===== src/rtl/biphase_pkg.sv =====
package biphase_pkg;
  typedef logic [1:0] phase_t;

  localparam phase_t PH_FIRST = 2'd0;
  localparam phase_t PH_LAST  = 2'd3;

  // Raw (uninverted) level for a bit: value in first half, complement in second.
  function automatic logic raw_level(input logic b, input phase_t ph);
    return ph[1] ? ~b : b;
  endfunction
endpackage


===== src/rtl/bp_shifter.sv =====
module bp_shifter
  import biphase_pkg::*;
#(
  parameter int WORD_W = 8
) (
  input  logic              clk,
  input  logic              rst,
  input  logic              qtick,
  input  logic [WORD_W-1:0] in_data,
  input  logic              in_valid,
  output logic              in_ready,
  output logic              busy,
  output logic              cur_bit,
  output phase_t            phase
);
  localparam int CNT_W = (WORD_W > 1) ? $clog2(WORD_W) : 1;
  localparam logic [CNT_W-1:0] LAST_IDX = CNT_W'(WORD_W - 1);

  logic [WORD_W-1:0] shreg;
  logic [CNT_W-1:0]  bit_idx;
  logic              on_last;
  logic              take;

  assign on_last  = busy && (phase == PH_LAST) && (bit_idx == LAST_IDX);
  assign in_ready = qtick && (!busy || on_last);
  assign take     = in_valid && in_ready;
  assign cur_bit  = shreg[WORD_W-1];

  always_ff @(posedge clk) begin
    if (rst) begin
      busy    <= 1'b0;
      shreg   <= '0;
      bit_idx <= '0;
      phase   <= PH_FIRST;
    end else if (qtick) begin
      if (take) begin
        shreg   <= in_data;
        bit_idx <= '0;
        phase   <= PH_FIRST;
        busy    <= 1'b1;
      end else if (busy) begin
        phase <= phase + 2'd1;
        if (phase == PH_LAST) begin
          if (on_last) begin
            busy <= 1'b0;
          end else begin
            shreg   <= shreg << 1;
            bit_idx <= bit_idx + 1'b1;
          end
        end
      end
    end
  end
endmodule


===== src/rtl/bp_encoder.sv =====
module bp_encoder
  import biphase_pkg::*;
#(
  parameter bit INVERT_OUT = 1'b1
) (
  input  logic   busy,
  input  logic   cur_bit,
  input  phase_t phase,
  output logic   line_out
);
  // Idle rests at the inverted form of a raw low level.
  always_comb begin
    if (busy) line_out = raw_level(cur_bit, phase) ^ INVERT_OUT;
    else      line_out = INVERT_OUT;
  end
endmodule


===== src/rtl/bp_delay.sv =====
module bp_delay #(
  parameter bit IDLE_LVL = 1'b1
) (
  input  logic clk,
  input  logic rst,
  input  logic qtick,
  input  logic line_in,
  input  logic busy_in,
  output logic line_dly,
  output logic tx_active
);
  logic tail_q;

  always_ff @(posedge clk) begin
    if (rst) begin
      line_dly <= IDLE_LVL;
      tail_q   <= 1'b0;
    end else if (qtick) begin
      line_dly <= line_in;
      tail_q   <= busy_in;
    end
  end

  assign tx_active = busy_in | tail_q;
endmodule


===== src/rtl/biphase_tx.sv =====
module biphase_tx
  import biphase_pkg::*;
#(
  parameter int WORD_W     = 8,
  parameter bit INVERT_OUT = 1'b1
) (
  input  logic              clk,
  input  logic              rst,
  input  logic              qtick,
  input  logic [WORD_W-1:0] in_data,
  input  logic              in_valid,
  output logic              in_ready,
  output logic              line_out,
  output logic              line_dly,
  output logic              tx_active
);
  logic   busy;
  logic   cur_bit;
  phase_t phase;

  bp_shifter #(.WORD_W(WORD_W)) u_shift (
    .clk(clk), .rst(rst), .qtick(qtick),
    .in_data(in_data), .in_valid(in_valid), .in_ready(in_ready),
    .busy(busy), .cur_bit(cur_bit), .phase(phase)
  );

  bp_encoder #(.INVERT_OUT(INVERT_OUT)) u_enc (
    .busy(busy), .cur_bit(cur_bit), .phase(phase), .line_out(line_out)
  );

  bp_delay #(.IDLE_LVL(INVERT_OUT)) u_dly (
    .clk(clk), .rst(rst), .qtick(qtick),
    .line_in(line_out), .busy_in(busy),
    .line_dly(line_dly), .tx_active(tx_active)
  );
endmodule


===== config.mk =====
export PLATFORM = sky130hd
export DESIGN_NAME = biphase_tx
export DESIGN_NICKNAME = d
export VERILOG_FILES = /design/src/rtl/biphase_pkg.sv /design/src/rtl/bp_shifter.sv /design/src/rtl/bp_encoder.sv /design/src/rtl/bp_delay.sv /design/src/rtl/biphase_tx.sv
export SDC_FILE = /design/constraint.sdc
export NUM_CORES = 1
export LEC_CHECK = 0
export BUFFER_PORTS_ARGS = -buffer_cell sky130_fd_sc_hd__buf_4
export CORE_UTILIZATION = 46
export CTS_CLUSTER_SIZE = 8
export DETAILED_ROUTE_END_ITERATION = 6
export GPL_TIMING_DRIVEN = 0
export HOLD_SLACK_MARGIN = 0.15
export MAX_ROUTING_LAYER = met4
export PLACE_DENSITY = 0.71
export SETUP_SLACK_MARGIN = 0.2
export SYNTH_ARGS = -nofsm -noshare
export SYNTH_HDL_FRONTEND = slang
export SYNTH_SLANG_ARGS = --single-unit

===== constraint.sdc =====
create_clock -name clk -period 1.8 [get_ports clk]
set_clock_uncertainty 0.2 [all_clocks]
set_input_delay 0.27 -clock clk [delete_from_list [all_inputs] [get_ports clk]]
set_output_delay 0.27 -clock clk [all_outputs]
set_load 0.02 [all_outputs]

# After elaboration in Yosys (flattened, before gate mapping)
# Cells that the tools add are included.
# word_totals
register_bits,16
in_bits,12
out_inout_bits,4
elab_cells,40
# op_classes
n_addsub,2
eq_ne,3
n_mux,16
n_bitwise,3
reduce_logical,10
# op_table
op,count
2-to-1 mux 8 bit,4
2-to-1 mux 3 bit,4
2-to-1 mux 1 bit,6
logical AND 1 bit,4
2-to-1 mux 2 bit,2
AND reduction 4 bit,1
nonzero test 2 bit,2
"adder 3 x 1 -> 3 bit, second input constant",1
"equality test 3 bit, second input constant",1
"adder 2 x 1 -> 2 bit, second input constant",1
"equality test 2 bit, second input constant",1
"!= test 2 bit, second input constant",1
NOT 1 bit,2
AND reduction 2 bit,1
zero test 1 bit,1
logical OR 1 bit,1
OR 1 bit,1

# Logic depth before layout (Yosys ltp)
# Gate-level depths: netlist of run 1.
# logic_depth
ltp_word,8
mapped_depth,6
depth_no_buf,5

# By module
# A second synthesis of run 1 with hierarchy kept.
# hier_totals
hier_cells,85
hier_area_um2,749.5
# by_module_without_submodules
mod,n_inst,cells_per_inst,area_each_um2,seq_area_each_um2
bp_shifter,1,76,661.9,280.3
bp_delay,1,7,75.1,40.0
bp_encoder,1,2,12.5,0.0

# Worst setup path after synthesis of run 1
# Ideal clock, no wire load.
# synth_timing
path_kind,register to output
start,reg u_shift.bit_idx[0]
end,out in_ready
arrival_ns,1.284
required_time_ns,1.330
path_slack_ns,0.046
stages_incl_launch_ff,6
path_buffers,1
path_cell_list,dfxtp_1 ha_1 ha_1 a21bo_1 buf_6 and2_1
# synth_between
elab_chain_cells,4
# synth_lines
element,line,rtl
from (decl),bp_shifter.sv:20,logic [CNT_W-1:0] bit_idx;
from (signal assigned),bp_shifter.sv:48,bit_idx <= bit_idx + 1'b1;
equality test 3 bit,bp_shifter.sv:24,assign on_last = busy && (phase == PH_LAST) && (bit_idx == LAST_IDX);
logical AND 1 bit,bp_shifter.sv:24,
logical OR 1 bit,bp_shifter.sv:25,assign in_ready = qtick && (!busy || on_last);
logical AND 1 bit,bp_shifter.sv:25,
to (decl),biphase_tx.sv:12,"output logic in_ready,"
# No other way between the ends.

# Final worst setup path of run 1
# layout_timing
start,reg u_shift.bit_idx[1]
end,out in_ready
# Same word-level chain as after synthesis.

==> reports/summary.txt, run 1 <==
======================================================================================================
Result of the run                                                                         finished with violations
Violations in the final reports                                                           DRC, setup timing
Critical-path cell with the highest stage delay                                           sky130_fd_sc_hd__dfxtp_2
Clock network fraction of total power                                                            27.3%
H-Tree Depth                                                                                         1
Total non-filler cell area in the finished layout                                            1230 um^2
Crit path max fanout                                                                                 2
Critical path start-end classification                                                         reg2out
CP startpoint kind                                                                           flip-flop
Clock transition at the register clock pins on the worst setup and hold paths after CTS        0.09 ns
Average via count per standard cell                                                               5.96
Maximum buffer depth of the clock tree                                                               2
Unrepaired setup endpoints after global routing                                                    yes
Total via count in the routed design                                                               810
Nets                                                                                               137
Port Buffers                                                                                        13
TritonCTS clock tree                                                                              done
Share of the yosys chip area belonging to registers                                              40.8%
Antenna Cells                                                                                        0
Netlist area before placement                                                                 786 um^2
Global-route usage over all layers                                                               25.6%
Leakage power figure                                                                       0.000475 uW
Layout cells sized above 1                                                                       40.8%
Wire length of the first global-routing pass                                                   3420 um
Final Setup Violations                                                                               8
Die Width                                                                                      43.3 um
Prevailing post-synth register cell                                                       sky130_fd_sc_hd__dfxtp_1
Remaining DRCs                                                                                       4
Count of state elements after synthesis                                                             16
Maximum vdd drop                                                                              0.483 mV
Maximum cell stage delay along the critical path                                               0.35 ns
Routed wire length per instance                                                                16.0 um
Layout overhead on the synthesized area                                                          56.1%
Fraction of synthesized area in multiplexers                                                     3.82%
Core region area                                                                             1560 um^2
Worst Setup End Kind                                                                        output pin
Crit-path cells                                                                           ha_4 > ha_4 > a21bo_1 > buf_6 > and2_4 > buf_6
Worst hold-check path type                                                                      in2reg
Design Power                                                                                    734 uW
Sw Ratio                                                                                         27.1%
Final worst path period share                                                                     111%
Power Internal                                                                                  535 uW
Placer's final routability congestion estimate                                                   0.759
Number of DRC markers after the initial detailed-route iteration                                    16
Clock latency on the worst-skew pair                                                           0.30 ns
Number of antenna violations at the first check in global routing                                    0
Fin crit period                                                                                1.99 ns
Instance count of the mapped netlist                                                                82
Clock sinks                                                                                         16
Drt pass-1 iters                                                                                     6
Number of flops mapped to enable cells by yosys                                                      0
Worst Max-Slew Pin Slew                                                                       0.548 ns
Highest clock rate                                                                           0.502 GHz
Number of warnings reported in the yosys synthesis log                                               0
Endpoint of the worst hold path                                                           u_dly.line_dly
Worst path arrival time                                                                        1.52 ns
Adder-cell share of the synthesized area                                                         4.78%
Largest net degree at the start of global routing                                                   11
Reg-to-reg critical path endpoint                                                         u_shift.phase[0]
Number of pins exceeding their max-slew limit in the final report                                    0
Setup slack on the worst flop-to-flop path                                                    -0.10 ns
Crit-path leading delay family                                                              flip-flops
Cell count after placement                                                                         111
Final HPWL DP                                                                                  1140 um
Post-Syn Nets                                                                                       97
Starting utilization of the core area                                                            50.4%
Total congestion overflow                                                                            0
Sw Pwr                                                                                          199 uW
Post-Place Cell Area                                                                          921 um^2
Number of library cell types mapped by synthesis                                                    26
Number of max-capacitance violations reported                                                        0
Pwr dens                                                                                   598 nW/um^2
Average cell area after synthesis                                                            9.58 um^2
Startpoint of the tightest hold check path                                                       qtick
Area share of xor/xnor cells in the synthesized design                                           2.23%
Relative max-transition margin                                                                   63.5%
Async set-reset flop share out of synthesis                                                         0%
Clock buffers created by TritonCTS                                                                   3
Relative contribution of combinational cells to total power                                      21.2%
Portion of total power attributed to sequential cells                                            51.5%
Std-Cell Rows                                                                                       14
Number of buffers and inverters on the critical path                                                 2
Placement Setup Slack                                                                        0.0405 ns
Post-Route WL                                                                                  2170 um
Die area                                                                                     1880 um^2
CTS Root Buffer Type                                                                      sky130_fd_sc_hd__clkbuf_4
Share of synthesized cell area in and, or, nand and nor gates                                    12.1%
Die boundary height                                                                            43.3 um
Req. time, crit path                                                                           1.33 ns
Worst hold path cell count                                                                           3
# IOs                                                                                               16
Count of endpoints failing hold in the final timing report                                           0
Length in cells of the worst reg-to-reg path                                                         8
Dominant combinational cell family by area after synthesis                                compound AO/OA/AOI/OAI gates
Post-route antenna net violation count                                                               0
Vias in the first global route                                                                     823
Final std cells w/o fill                                                                           136
Synth Area in Compound Gates                                                                     29.6%
RR Startpoint                                                                             u_shift.bit_idx[1]
Setup slack after layout                                                                     -0.191 ns
======================================================================================================
layout by cell type, fill, tap and decap left out, types with 2 or more instances in the layout:
cell / instances
sky130_fd_sc_hd__nand2_1: 4
sky130_fd_sc_hd__nor3_1: 3
sky130_fd_sc_hd__buf_6: 9
sky130_fd_sc_hd__nor2_1: 3
sky130_fd_sc_hd__clkbuf_4: 3
sky130_fd_sc_hd__a21oi_1: 9
sky130_fd_sc_hd__a32oi_1: 6
sky130_fd_sc_hd__a211o_1: 3
sky130_fd_sc_hd__dlygate4sd3_1: 11
sky130_fd_sc_hd__clkbuf_1: 2
sky130_fd_sc_hd__buf_4: 20
sky130_fd_sc_hd__mux2i_1: 3
sky130_fd_sc_hd__dfxtp_1: 11
sky130_fd_sc_hd__dfxtp_2: 5
sky130_fd_sc_hd__a21oi_2: 2
sky130_fd_sc_hd__ha_4: 2
sky130_fd_sc_hd__o211ai_1: 8
synthesized netlist by cell type (all sizes together) (2+ instances only):
library cell | number | area share [%]
a211o | 3 | 3.3
a21oi | 11 | 7.5
a32oi | 7 | 7.8
and2 | 2 | 1.6
buf | 5 | 5.3
clkbuf | 2 | 0.96
dfxtp | 16 | 41
ha | 3 | 4.8
mux2i | 3 | 3.8
nand2 | 4 | 1.9
nand3 | 2 | 1.3
nor2 | 3 | 1.4
nor3 | 3 | 1.9
o211ai | 8 | 7.6
layer usage:
layer | vias to the layer above | GRT usage [%] | share of wire (%)
li1 | 387 | - | -
met1 | 390 | 30.2 | 42
met2 | 28 | 43.0 | 51
met3 | 5 | 3.75 | 5.0
met4 | 0 | 11.3 | 1.9
met5 | - | - | 0
layout make-up:
cell class	instances	area [um^2]
fill	102	333
buffer	7	56.3
timing repair buffer	35	313
sequential	16	327
multi-input combinational	58	484
inverter	1	3.75
clock buffer	3	22.5
tap	16	20.0
worst min-delay path, stage by stage:
cell                      delay [ns]
sky130_fd_sc_hd__buf_4          0.14
sky130_fd_sc_hd__nor2b_1        0.12
sky130_fd_sc_hd__a211o_1        0.11
power by group through the flow:
stage	combinational (uW)	sequential (uW)	clock (uW)
floorplan	69.6	384	0
global placement	106	383	0
detailed placement	108	384	0
CTS	136	376	192
global route	167	380	213
finish	156	378	200
how the worst max path moves through the flow:
stage	start	slack, ns	end	cells past startpoint
6_report	u_shift.bit_idx[1]	-0.19	in_ready	6
5_1_grt	u_shift.bit_idx[1]	-0.23	in_ready	6
4_1_cts	u_shift.bit_idx[0]	-0.20	in_ready	6
3_5_place_dp	u_shift.bit_idx[0]	0.04	in_ready	6
3_3_place_gp	u_shift.bit_idx[1]	0.05	in_ready	6
2_1_floorplan	u_shift.bit_idx[0]	0.21	in_ready	5
stage by stage:
| stage | hold slack [ns] | utilization [%] | setup TNS, ns |
|---|---|---|---|
| after global placement | 0.268 | 59.1 | 0 |
| after global routing | 0.186 | 78.7 | -1.07 |
| after CTS | 0.151 | 73.2 | -0.204 |
| after detailed placement | 0.277 | 59.1 | 0 |
| final | 0.169 | 78.7 | -0.497 |
| after floorplan | 0.218 | - | 0 |
cells by family (layout without fill, tap and decap cells):
kind of cell,count (synthesis),count (layout)
fa+ha+maj,3,3
compound gates,32,32
xor+xnor,2,2
mux,3,3
simple gates,18,18
flops,16,16
buf+inv,8,46
state kept, by name, indices dropped and copies added (netlist names):
signal           flops
u_shift.shreg        8
u_shift.bit_idx      3
u_shift.phase        2
u_dly.line_dly       1
u_dly.tail_q         1
u_shift.busy         1
what timing repair did:
action,4_1_cts,5_1_grt
pin swaps,13,10
gates resized for setup,10,14
hold endpoints to repair,13,0
cloned,1,1
hold buffers,11,0
setup endpoints to repair,14,16
setup buffers,5,4
(Power assumes the default switching activity.)
==> run 2: changes to the inputs <==
--- a/config.mk
+++ b/config.mk
@@ -6,6 +6,7 @@
 export NUM_CORES = 1
 export LEC_CHECK = 0
+export ABC_AREA = 1
 export BUFFER_PORTS_ARGS = -buffer_cell sky130_fd_sc_hd__buf_4
-export CORE_UTILIZATION = 46
+export CORE_UTILIZATION = 47
 export CTS_CLUSTER_SIZE = 8
 export DETAILED_ROUTE_END_ITERATION = 6
@@ -13,5 +14,5 @@
 export HOLD_SLACK_MARGIN = 0.15
 export MAX_ROUTING_LAYER = met4
-export PLACE_DENSITY = 0.71
+export PLACE_DENSITY = 0.72
 export SETUP_SLACK_MARGIN = 0.2
 export SYNTH_ARGS = -nofsm -noshare
==> constraint.sdc (replaced) <==
create_clock -name clk -period 1.8 [get_ports clk]
set_clock_uncertainty 0.2 [all_clocks]
set_input_delay 0.18 -clock clk [delete_from_list [all_inputs] [get_ports clk]]
set_output_delay 0.18 -clock clk [all_outputs]
set_load 0.02 [all_outputs]
==> run 2 against run 1 <==
Against the previous run:
- the flow now finishes without violations
- final cell count up 25%
- utilization is 2.1 points higher
- power rose by 7.9%
- first-iteration DRC count grew 50%
==> reports/summary.txt, run 2 <==
======================================================================================================
Result of the run                                                                         finished, final reports clean
Maximum vdd drop                                                                              0.463 mV
Number of warnings reported in the yosys synthesis log                                               0
Placement Setup Slack                                                                        0.0204 ns
Post-Route WL                                                                                  2310 um
Placer's final routability congestion estimate                                                   0.829
CTS Root Buffer Type                                                                      sky130_fd_sc_hd__clkbuf_4
Nets                                                                                               170
Average cell area after synthesis                                                            7.21 um^2
Number of flops mapped to enable cells by yosys                                                      0
Max reg flops                                                                                        8
Library cell occupying the most area in the post-synthesis netlist                        sky130_fd_sc_hd__dfxtp_1
Number of max-capacitance violations reported                                                        0
H-Tree Depth                                                                                         1
CP startpoint kind                                                                           flip-flop
Critical-path cell with the highest stage delay                                           sky130_fd_sc_hd__dfxtp_2
Number of antenna violations at the first check in global routing                                    0
Most common cell type on the critical path                                                sky130_fd_sc_hd__ha_4
RR Startpoint                                                                             u_shift.bit_idx[1]
Netlist area before placement                                                                 822 um^2
Most frequent standard cell in the layout excluding fill and tap cells                    sky130_fd_sc_hd__nand2_1
Post-route antenna net violation count                                                               0
Instance count of the mapped netlist                                                               114
Count of state elements after synthesis                                                             16
Top cell types by occurrence after synthesis                                              sky130_fd_sc_hd__nand2_1, sky130_fd_sc_hd__nand3_1, sky130_fd_sc_hd__dfxtp_1
Crit path max fanout                                                                                 2
Length in cells of the worst reg-to-reg path                                                         9
Critical path start-end classification                                                         reg2out
Worst hold-check path type                                                                      in2reg
Async set-reset flop share out of synthesis                                                         0%
Highest clock rate                                                                           0.597 GHz
Fin crit period                                                                                1.67 ns
Remaining DRCs                                                                                       0
Reg-to-reg critical path endpoint                                                         u_shift.shreg[3]
Startpoint of the tightest hold check path                                                       qtick
Drt pass-1 iters                                                                                     4
Sequential standard cell area                                                                 328 um^2
Setup slack on the worst flop-to-flop path                                                     0.16 ns
Largest registers ranked by flip-flop count                                               u_shift.shreg: 8 flops, u_shift.bit_idx: 3 flops, u_shift.phase: 2 flops
Endpoint of the worst hold path                                                           u_shift.phase[0]
Final HPWL DP                                                                                  1260 um
Wire length of the first global-routing pass                                                   3870 um
Total congestion overflow                                                                            0
Starting utilization of the core area                                                            52.1%
Leakage power figure                                                                       0.000605 uW
Number of library cell types mapped by synthesis                                                    21
Clock buffers created by TritonCTS                                                                   3
Count of endpoints failing hold in the final timing report                                           0
Antenna Cells                                                                                        0
Pwr dens                                                                                   622 nW/um^2
Average via count per standard cell                                                               5.39
Routed wire length per instance                                                                13.6 um
Clock transition at the register clock pins on the worst setup and hold paths after CTS        0.10 ns
Worst path arrival time                                                                        1.29 ns
Synth area leaders                                                                        sky130_fd_sc_hd__dfxtp_1, sky130_fd_sc_hd__nand2_1, sky130_fd_sc_hd__nand3_1, sky130_fd_sc_hd__a21oi_1, sky130_fd_sc_hd__ha_1
Largest net degree at the start of global routing                                                   11
Worst hold path cell count                                                                           5
Reg with most FFs                                                                         u_shift.shreg
Die area                                                                                     1920 um^2
Layout overhead on the synthesized area                                                          54.8%
Share of the yosys chip area belonging to registers                                              39.0%
Setup TNS                                                                                         0 ns
Final worst path period share                                                                    93.0%
Worst Setup End Kind                                                                        output pin
Maximum cell stage delay along the critical path                                               0.36 ns
Setup slack after layout                                                                      0.125 ns
Crit-path cells                                                                           ha_4 > ha_4 > nand2_4 > a21oi_4 > buf_6
Clock sinks                                                                                         16
Maximum buffer depth of the clock tree                                                               2
Die boundary height                                                                            43.8 um
Core region area                                                                             1580 um^2
TritonCTS clock tree                                                                              done
Total via count in the routed design                                                               917
# IOs                                                                                               16
Die Width                                                                                      43.8 um
Vias in the first global route                                                                     884
Std-Cell Rows                                                                                       14
Final Setup Violations                                                                               0
Top-area cell type share of the netlist area                                                     39.0%
Most instantiated library cell after synthesis                                            sky130_fd_sc_hd__nand2_1
Number of pins exceeding their max-slew limit in the final report                                    0
Fillers                                                                                             99
Port Buffers                                                                                        13
Area occupied by multi-input gates                                                            497 um^2
Clock latency on the worst-skew pair                                                           0.28 ns
Leading cell types in the layout, fill and taps excluded                                  sky130_fd_sc_hd__nand2_1, sky130_fd_sc_hd__dlygate4sd3_1, sky130_fd_sc_hd__nand3_1
Req. time, crit path                                                                           1.42 ns
Prevailing post-synth register cell                                                       sky130_fd_sc_hd__dfxtp_1
Global-route usage over all layers                                                               28.4%
Post-Syn Nets                                                                                      129
Relative max-transition margin                                                                   82.4%
Layout cells sized above 1                                                                       29.2%
Number of DRC markers after the initial detailed-route iteration                                    24
Unrepaired setup endpoints after global routing                                                    yes
Worst Max-Slew Pin Slew                                                                       0.263 ns
======================================================================================================
run 2: cell count changes in the layout (fill, tap and decap cells not counted), moves of 4 or more:
cell / previous run / this run
sky130_fd_sc_hd__buf_4: 20 / 16
sky130_fd_sc_hd__o211ai_1: 8 / 0
sky130_fd_sc_hd__nand2_2: 0 / 5
sky130_fd_sc_hd__a32oi_1: 6 / 0
sky130_fd_sc_hd__nand3_1: 1 / 17
sky130_fd_sc_hd__nand2_1: 4 / 32
sky130_fd_sc_hd__buf_6: 9 / 4
sky130_fd_sc_hd__dlygate4sd3_1: 11 / 18
sky130_fd_sc_hd__inv_1: 1 / 9
run 2: critical path: cells and delay by family, from the launching register on:
| family | cells | cell delay, ns |
|---|---|---|
| flip-flops | 1 | 0.36 |
| AND/OR/NAND/NOR | 1 | 0.07 |
| adder cells (fa/ha/maj) | 2 | 0.30 |
| AO/OA/AOI/OAI | 1 | 0.15 |
| buffers and inverters | 1 | 0.14 |
run 2: timing repair:
item / 4_1_cts / 5_1_grt
hold buffers: 18 / 0
buffers inserted: 3 / 1
pin swaps: 3 / 1
endpoints found under the hold margin: 15 / 0
resized for setup: 12 / 7
setup endpoints to repair: 15 / 13
gates cloned: 1 / 0
run 2: area by class of cell:
class / count / share of cell area, %
buffer: 4 / 2.46
tap: 16 / 1.57
inverter: 10 / 2.95
sequential: 16 / 25.8
clock buffer: 4 / 2.85
multi-input combinational: 84 / 39.0
timing repair buffer: 36 / 25.4
run 2: where the power goes:
part	switching [uW]	internal, uW
Clock	112	123
Sequential	13.6	372
Combinational	85.0	86.2
Total	211	581
run 2: cell families (layout without fill, tap and decap cells):
kind of cell / count (synthesis) / count (layout) / share of synthesized area, %
adder cells (fa/ha/maj): 3 / 3 / 4.57
XOR/XNOR: 1 / 1 / 1.07
buffers and inverters: 14 / 54 / 8.37
AND/OR/NAND/NOR: 65 / 65 / 35.8
flip-flops: 16 / 16 / 39.0
AO/OA/AOI/OAI: 15 / 15 / 11.3
run 2: how the worst max path moves through the flow:
stage                            end               start  depth (start not counted)
floorplan           u_shift.shreg[4]  u_shift.bit_idx[0]                          9
global placement    u_shift.shreg[7]  u_shift.bit_idx[0]                          9
detailed placement  u_shift.shreg[6]  u_shift.bit_idx[0]                          9
CTS                         in_ready  u_shift.bit_idx[1]                          5
global route                in_ready  u_shift.bit_idx[1]                          5
finish                      in_ready  u_shift.bit_idx[1]                          5
run 2: routing by layer:
metal	vias up	routed length, um	global-route usage (%)
met5	-	0	-
met2	37	1120	45.7
met4	0	89	17.5
met3	10	139	4.17
met1	415	957	33.0
li1	455	-	-
run 2: stage by stage:
step / utilization (%) / total power (uW) / instance area, um^2 / instances / hold slack, ns
final: 80.7 / 792 / 1270 / 170 / 0.150
after global routing: 80.7 / 833 / 1270 / 170 / 0.165
after CTS: 79.0 / 787 / 1250 / 169 / 0.147
after detailed placement: 60.2 / 512 / 950 / 143 / 0.239
after global placement: 60.2 / 510 / 950 / 143 / 0.236
after floorplan: - / 469 / 832 / 114 / 0.0831
